File: src/rtl/kcp_pkg.sv
package kcp_pkg;
  localparam logic [7:0] KEY_OPEN    = 8'h55;
  localparam logic [7:0] KEY_CLOSE   = 8'hAA;
  localparam logic [7:0] IDX_LDN     = 8'h07;
  localparam logic [7:0] IDX_DEVID   = 8'h20;
  localparam logic [7:0] IDX_ACT     = 8'h30;
  localparam logic [7:0] IDX_BASE_HI = 8'h60;
  localparam logic [7:0] IDX_BASE_LO = 8'h61;
  localparam logic [7:0] BUS_FLOAT   = 8'hFF;

  typedef enum logic {ST_LOCKED = 1'b0, ST_OPEN = 1'b1} lock_st_t;

  function automatic logic [7:0] devid_of(input int variant);
    case (variant)
      0:       return 8'h7C;
      1:       return 8'h7D;
      default: return 8'h7F;
    endcase
  endfunction
endpackage

File: src/rtl/kcp_decode.sv
module kcp_decode #(
  parameter int ADDR_W = 16,
  parameter logic [ADDR_W-1:0] WIN_BASE = 16'h002E
) (
  input  logic [ADDR_W-1:0] io_addr,
  input  logic              io_rd,
  input  logic              io_wr,
  output logic              idx_wr,
  output logic              dat_wr,
  output logic              idx_rd,
  output logic              dat_rd,
  output logic              miss_rd
);
  localparam logic [ADDR_W-1:0] DAT_ADDR = WIN_BASE + ADDR_W'(1);

  logic hit_idx, hit_dat;

  assign hit_idx = (io_addr == WIN_BASE);
  assign hit_dat = (io_addr == DAT_ADDR);
  assign idx_wr  = io_wr & hit_idx;
  assign dat_wr  = io_wr & hit_dat;
  // a simultaneous write wins over a read
  assign idx_rd  = io_rd & ~io_wr & hit_idx;
  assign dat_rd  = io_rd & ~io_wr & hit_dat;
  assign miss_rd = io_rd & ~io_wr & ~hit_idx & ~hit_dat;
endmodule

File: src/rtl/kcp_keylock.sv
module kcp_keylock
  import kcp_pkg::*;
(
  input  logic       clk,
  input  logic       rst,
  input  logic       idx_wr,
  input  logic [7:0] wdata,
  output logic       open_o,
  output logic [7:0] index_o
);
  lock_st_t   st_q, st_d;
  logic [7:0] index_q, index_d;

  always_comb begin
    st_d    = st_q;
    index_d = index_q;
    if (idx_wr) begin
      if (st_q == ST_LOCKED) begin
        if (wdata == KEY_OPEN) st_d = ST_OPEN;
      end else if (wdata == KEY_CLOSE) begin
        st_d = ST_LOCKED;
      end else begin
        index_d = wdata;
      end
    end
  end

  always_ff @(posedge clk) begin
    if (rst) begin
      st_q    <= ST_LOCKED;
      index_q <= 8'h00;
    end else begin
      st_q    <= st_d;
      index_q <= index_d;
    end
  end

  assign open_o  = (st_q == ST_OPEN);
  assign index_o = index_q;

  assert_unlock_key_R2: assert property (@(posedge clk) disable iff (rst)
    (!open_o && idx_wr && wdata == KEY_OPEN) |=> open_o);
  assert_stay_locked_R2: assert property (@(posedge clk) disable iff (rst)
    (!open_o && !(idx_wr && wdata == KEY_OPEN)) |=> !open_o);
  assert_index_frozen_R2: assert property (@(posedge clk) disable iff (rst)
    (!open_o) |=> $stable(index_o));
  assert_lock_key_R3: assert property (@(posedge clk) disable iff (rst)
    (open_o && idx_wr && wdata == KEY_CLOSE) |=> !open_o);
endmodule

File: src/rtl/kcp_ldev_bank.sv
module kcp_ldev_bank
  import kcp_pkg::*;
#(
  parameter int NUM_LDEV = 16,
  parameter int RT_LDEV  = 10
) (
  input  logic        clk,
  input  logic        rst,
  input  logic        wr_en,
  input  logic [7:0]  index,
  input  logic [7:0]  wdata,
  input  logic [7:0]  ldn,
  output logic [7:0]  rd_byte,
  output logic [15:0] rt_base_o,
  output logic        rt_active_o
);
  localparam int LDN_W = $clog2(NUM_LDEV);

  logic [NUM_LDEV-1:0]       act_vec;
  logic [NUM_LDEV-1:0][15:0] base_vec;
  logic                      ldn_ok;
  logic [LDN_W-1:0]          sel;

  assign ldn_ok = (32'(ldn) < NUM_LDEV);
  assign sel    = ldn[LDN_W-1:0];

  for (genvar g = 0; g < NUM_LDEV; g++) begin : gen_dev
    logic        act_q;
    logic [15:0] base_q;
    logic        hit;

    assign hit = wr_en && (ldn == 8'(g));

    always_ff @(posedge clk) begin
      if (rst) begin
        act_q  <= 1'b0;
        base_q <= 16'h0000;
      end else if (hit) begin
        case (index)
          IDX_ACT:     act_q         <= wdata[0];
          IDX_BASE_HI: base_q[15:8]  <= wdata;
          IDX_BASE_LO: base_q[7:0]   <= wdata;
          default:     ;
        endcase
      end
    end

    assign act_vec[g]  = act_q;
    assign base_vec[g] = base_q;
  end

  always_comb begin
    rd_byte = 8'h00;
    if (ldn_ok) begin
      case (index)
        IDX_ACT:     rd_byte = {7'b0, act_vec[sel]};
        IDX_BASE_HI: rd_byte = base_vec[sel][15:8];
        IDX_BASE_LO: rd_byte = base_vec[sel][7:0];
        default:     rd_byte = 8'h00;
      endcase
    end
  end

  assign rt_base_o   = base_vec[RT_LDEV];
  assign rt_active_o = act_vec[RT_LDEV];

  assert_rt_lo_follow_R10: assert property (@(posedge clk) disable iff (rst)
    (wr_en && ldn == 8'(RT_LDEV) && index == IDX_BASE_LO) |=> (rt_base_o[7:0] == $past(wdata)));
  assert_rt_hi_follow_R10: assert property (@(posedge clk) disable iff (rst)
    (wr_en && ldn == 8'(RT_LDEV) && index == IDX_BASE_HI) |=> (rt_base_o[15:8] == $past(wdata)));
  assert_absent_dev_R12: assert property (@(posedge clk) disable iff (rst)
    (!ldn_ok) |=> $stable(base_vec) && $stable(act_vec));
endmodule

File: src/rtl/keyed_cfg_port.sv
module keyed_cfg_port
  import kcp_pkg::*;
#(
  parameter int ADDR_W = 16,
  parameter logic [ADDR_W-1:0] WIN_BASE = 16'h002E,
  parameter int DEV_VARIANT = 1,
  parameter int NUM_LDEV = 16,
  parameter int RT_LDEV = 10
) (
  input  logic              clk,
  input  logic              rst,
  input  logic [ADDR_W-1:0] io_addr,
  input  logic [7:0]        io_wdata,
  input  logic              io_rd,
  input  logic              io_wr,
  output logic [7:0]        io_rdata,
  output logic [15:0]       rt_base,
  output logic              rt_active
);
  localparam logic [7:0] DEV_ID = devid_of(DEV_VARIANT);

  logic       idx_wr, dat_wr, idx_rd, dat_rd, miss_rd;
  logic       open;
  logic [7:0] index;
  logic [7:0] ldn_q;
  logic [7:0] bank_rd;
  logic       cfg_wr;
  logic [7:0] reg_rd;

  kcp_decode #(.ADDR_W(ADDR_W), .WIN_BASE(WIN_BASE)) u_decode (
    .io_addr(io_addr), .io_rd(io_rd), .io_wr(io_wr),
    .idx_wr(idx_wr), .dat_wr(dat_wr), .idx_rd(idx_rd), .dat_rd(dat_rd),
    .miss_rd(miss_rd)
  );

  kcp_keylock u_keylock (
    .clk(clk), .rst(rst), .idx_wr(idx_wr), .wdata(io_wdata),
    .open_o(open), .index_o(index)
  );

  assign cfg_wr = dat_wr & open;

  always_ff @(posedge clk) begin
    if (rst)                            ldn_q <= 8'h00;
    else if (cfg_wr && index == IDX_LDN) ldn_q <= io_wdata;
  end

  kcp_ldev_bank #(.NUM_LDEV(NUM_LDEV), .RT_LDEV(RT_LDEV)) u_bank (
    .clk(clk), .rst(rst), .wr_en(cfg_wr), .index(index), .wdata(io_wdata),
    .ldn(ldn_q), .rd_byte(bank_rd), .rt_base_o(rt_base), .rt_active_o(rt_active)
  );

  always_comb begin
    case (index)
      IDX_DEVID:                     reg_rd = DEV_ID;
      IDX_LDN:                       reg_rd = ldn_q;
      IDX_ACT, IDX_BASE_HI, IDX_BASE_LO: reg_rd = bank_rd;
      default:                       reg_rd = 8'h00;
    endcase
  end

  always_comb begin
    io_rdata = 8'h00;
    if (miss_rd)     io_rdata = BUS_FLOAT;
    else if (idx_rd) io_rdata = open ? index : BUS_FLOAT;
    else if (dat_rd) io_rdata = open ? reg_rd : BUS_FLOAT;
  end

  assert_locked_hold_R4: assert property (@(posedge clk) disable iff (rst)
    (!open) |=> $stable(rt_base) && $stable(rt_active));
  assert_locked_read_R4: assert property (@(posedge clk) disable iff (rst)
    (!open && dat_rd) |-> io_rdata == BUS_FLOAT);
  assert_idle_bus_R11: assert property (@(posedge clk) disable iff (rst)
    (!io_rd) |-> io_rdata == 8'h00);
  assert_one_strobe_R11: assert property (@(posedge clk) disable iff (rst)
    $countones({idx_rd, dat_rd, miss_rd}) <= 1);
endmodule

File: config.mk
export PLATFORM = sky130hd
export DESIGN_NAME = keyed_cfg_port
export DESIGN_NICKNAME = d
export VERILOG_FILES = /design/src/rtl/kcp_pkg.sv /design/src/rtl/kcp_decode.sv /design/src/rtl/kcp_keylock.sv /design/src/rtl/kcp_ldev_bank.sv /design/src/rtl/keyed_cfg_port.sv
export SDC_FILE = /design/constraint.sdc
export NUM_CORES = 1
export LEC_CHECK = 0
export ABC_CLOCK_PERIOD_IN_PS = 8700
export BUFFER_PORTS_ARGS = -buffer_cell sky130_fd_sc_hd__buf_4
export CAP_MARGIN = 30
export CORE_UTILIZATION = 30
export CTS_CLUSTER_SIZE = 40
export DETAILED_ROUTE_END_ITERATION = 8
export GPL_TIMING_DRIVEN = 0
export SETUP_SLACK_MARGIN = 0.3
export SLEW_MARGIN = 20
export SYNTH_ARGS = -nofsm -noshare
export SYNTH_HDL_FRONTEND = slang
export SYNTH_SLANG_ARGS = --single-unit
File: constraint.sdc
create_clock -name clk -period 8.7 [get_ports clk]
set_input_delay 1.74 -clock clk [delete_from_list [all_inputs] [get_ports clk]]
set_output_delay 1.74 -clock clk [all_outputs]
set_load 0.005 [all_outputs]
==> qor.yml <==
sta:
  slew_viol_final: 0
  hold_viol_final: 0
  fmax_mhz: 163
  fin_skew_ns: 0.0210
  max_slew_margin_pct: 27.2
  period_share_pct: 70.7
  setup_tns_ns: 0
  period_minus_slack_ns: 6.15
  finalSetupViolCount: 0
  tightest_slew_ns: 1.09
  rsz0062_at_grt: "no"
  timing.hold.ws_ns: 0.451
clock_tree:
  h-tree-depth: 2
  cts_setup_buffers: 0
  cts_buffers: 34
  hold_buffers: 0
  cts.clk_slew.worst_paths_ns: 0.06
  worstSkewPairLatency_ns: 0.53
  cts.repair.resized: 0
  cts_buffer_depth: 3
  cts-root-buf: "clkbuf_16"
  tritoncts: "yes"
  cts_sinks: 289
routing:
  drc: 0
  post_drt_wl_per_cell_um: 22.7
  num_vias: 12700
  wl_mm: 52.1
  antenna_left: 0
  via_per_inst: 5.52
  drtIter0Drc: 1365
  drt-pass1-iter-count: 6
job:
  cap_viol_max_count: 0
placement:
  io_buffers: 42
  hpwl_mm: 37.2
  place_congestion: 0.990
grt:
  antenna_found_initial: 0
  grt_max_degree: 13
  grt_pass1_wl_mm: 76.8
  gr-total-overflow: 0
  grt_util_all_layers_pct: 23.0
  first_global_vias: 12200
die:
  die_y_um: 213
  io_pins: 53
  start_util_pct: 30.7
  row_count: 76
  die_w_um: 213
  coreArea_mm2: 0.0435
  fp.dieArea_mm2: 0.0453
logic_synthesis:
  ys_seq_area_share_pct: 43.4
  synth.ff_latch_count: 289
  yosys.area.top_type: "dfxtp_1"
  synth_top_area_share_pct: 43.4
  syn_avg_cell_area_um2: 8.31
  netlist_instances: 1605
  synth_area_mm2: 0.0133
  yosysWarnings: 0
  synthArstFlopShare_pct: 0
  synth_edf_count: 0
  synth_flop_cell: "dfxtp_1"
  yosys-top-cells-area: "dfxtp_1 (43%), nand2_1 (12%), mux4_2 (10%), a21oi_1 (9.9%), o21ai_0 (5.6%)"
  synth_cell_types: 46
  syn-num-nets: 1633
critical_path:
  end_kind: "output port"
  critPathMaxFanout: 10
  worstPathRequired_ns: 6.96
  cp-start-kind: "flop"
  worstSetupPathType: "reg2out"
  cp_data_arrival_time_ns: 4.41
final_layout:
  seqCellArea_mm2: 0.00579
  multi_input_area_mm2: 0.00697
  area_delta_synth_final_pct: 17.0
  antenna_cells: 0
  nets: 1720
  fillCellCount: 4487
  drive_above_1_share_pct: 11.5
  fin_util_pct: 35.9
power_and_ir_drop:
  power_density_mw_per_mm2: 183
  leakagePower_nw: 4.98
  irDropWorstVdd_mv: 0.120
hold_path:
  min_path_type: "reg2reg"
run_status:
  outcome: "finished clean"
[registers in the layout (all words and copies together) (netlist names)]
name and flops:
u_keylock.open_o 1, u_bank.gen_dev.base_q 240, u_bank.rt_active_o 1, u_bank.gen_dev.act_q 15, u_bank.rt_base_o 16, u_keylock.index_o 8, ldn_q 8
[worst paths after layout]
| kind | from | to | slack (ns) | depth (start not counted) |
|---|---|---|---|---|
| max | ldn_q[0] | io_rdata[0] | 2.55 | 9 |
| min reg2reg | u_bank.gen_dev[2].base_q[3] | u_bank.gen_dev[2].base_q[3] | 0.45 | 2 |
| min | u_bank.gen_dev[2].base_q[3] | u_bank.gen_dev[2].base_q[3] | 0.45 | 2 |
| max reg2reg | u_keylock.index_o[1] | u_bank.gen_dev[7].base_q[7] | 5.41 | 9 |
[cells by family after synthesis]
kind of cell,count (synthesis),synth area share (%)
compound gates,439,16.8
flops,289,43.4
buf+inv,143,4.36
simple gates,602,19.7
mux,132,15.7
[layer usage]
metal,track usage (%),vias up,part of all wire (%)
li1,-,5743,-
met1,29.4,6108,39
met2,36.3,702,45
met3,4.50,146,10
met4,12.6,0,5.3
met5,0,-,0
[cell usage in the layout (no fill, tap or decap), types with 5 or more instances in the layout]
cell,synthesis,routed
buf_6,2,8
nor2_8,10,10
mux2_2,7,7
nor4_1,6,6
o22ai_1,6,6
buf_4,1,43
nand2_1,425,425
nand4_1,5,5
buf_2,7,7
buf_1,15,15
mux4_2,61,61
a22oi_1,6,6
nand3_1,24,24
o21ai_0,150,150
nor2b_1,6,6
nor2_1,87,87
and3_1,6,6
dfxtp_1,289,289
nor3_1,9,9
a31oi_1,6,6
mux2i_1,64,64
clkbuf_8,0,9
clkbuf_16,0,35
a21oi_1,265,265
clkbuf_1,111,119
[synthesized netlist by cell type, types with 2 or more instances]
cell type and count:
nor2_1 87, buf_2 7, nand3_1 24, nand2b_1 2
mux2i_1 64, nor3_1 9, buf_1 15, mux4_2 61
and4_1 2, a22oi_1 6, nor2_8 10, nor4_1 6
nor4b_1 3, o21ai_0 150, nand2_1 425, mux2_2 7
and3_1 6, o22ai_1 6, nor2_4 2, a211oi_1 3
a31oi_1 6, nand4_1 5, nor2b_1 6, clkbuf_1 111
or3_1 2, buf_6 2, or4_1 4, dfxtp_1 289
inv_1 4, a21oi_1 265
[critical path: stages, from the launching register on]
cell	delay [ns]
dfxtp_1	0.38
buf_1	0.70
clkbuf_1	0.84
inv_2	0.26
buf_1	0.45
o311ai_0	0.43
o21ai_0	0.20
a211oi_1	0.34
nor2_1	0.12
buf_4	0.15
[report_power, final]
group / leakage [nW] / internal [mW] / switching, mW
Clock: 0.544 / 0.847 / 0.580
Combinational: 2.11 / 0.0194 / 0.0840
Sequential: 2.33 / 1.32 / 0.000000000516
Total: 4.98 / 2.19 / 0.664
[cell type report]
| type | count | share of cell area (%) |
|---|---|---|
| plain buffers | 138 | 3.61 |
| clock buffers | 52 | 6.60 |
| clock inverters | 8 | 0.481 |
| inverters | 5 | 0.120 |
| multi-input cells | 1173 | 44.7 |
| flip-flops and latches | 289 | 37.1 |
| well taps | 585 | 4.69 |
| repair buffers | 51 | 2.74 |
[stage by stage]
step	cells	setup WS, ns	total power [mW]	instance area [um^2]
after floorplan	1605	4.04	1.40	13300
after global placement	2232	3.22	1.45	14400
after detailed placement	2240	3.25	1.45	14500
after CTS	2300	2.67	2.86	15600
after global routing	2301	2.45	2.92	15600
final	2301	2.55	2.85	15600
Power figures use the tool's default switching activity.
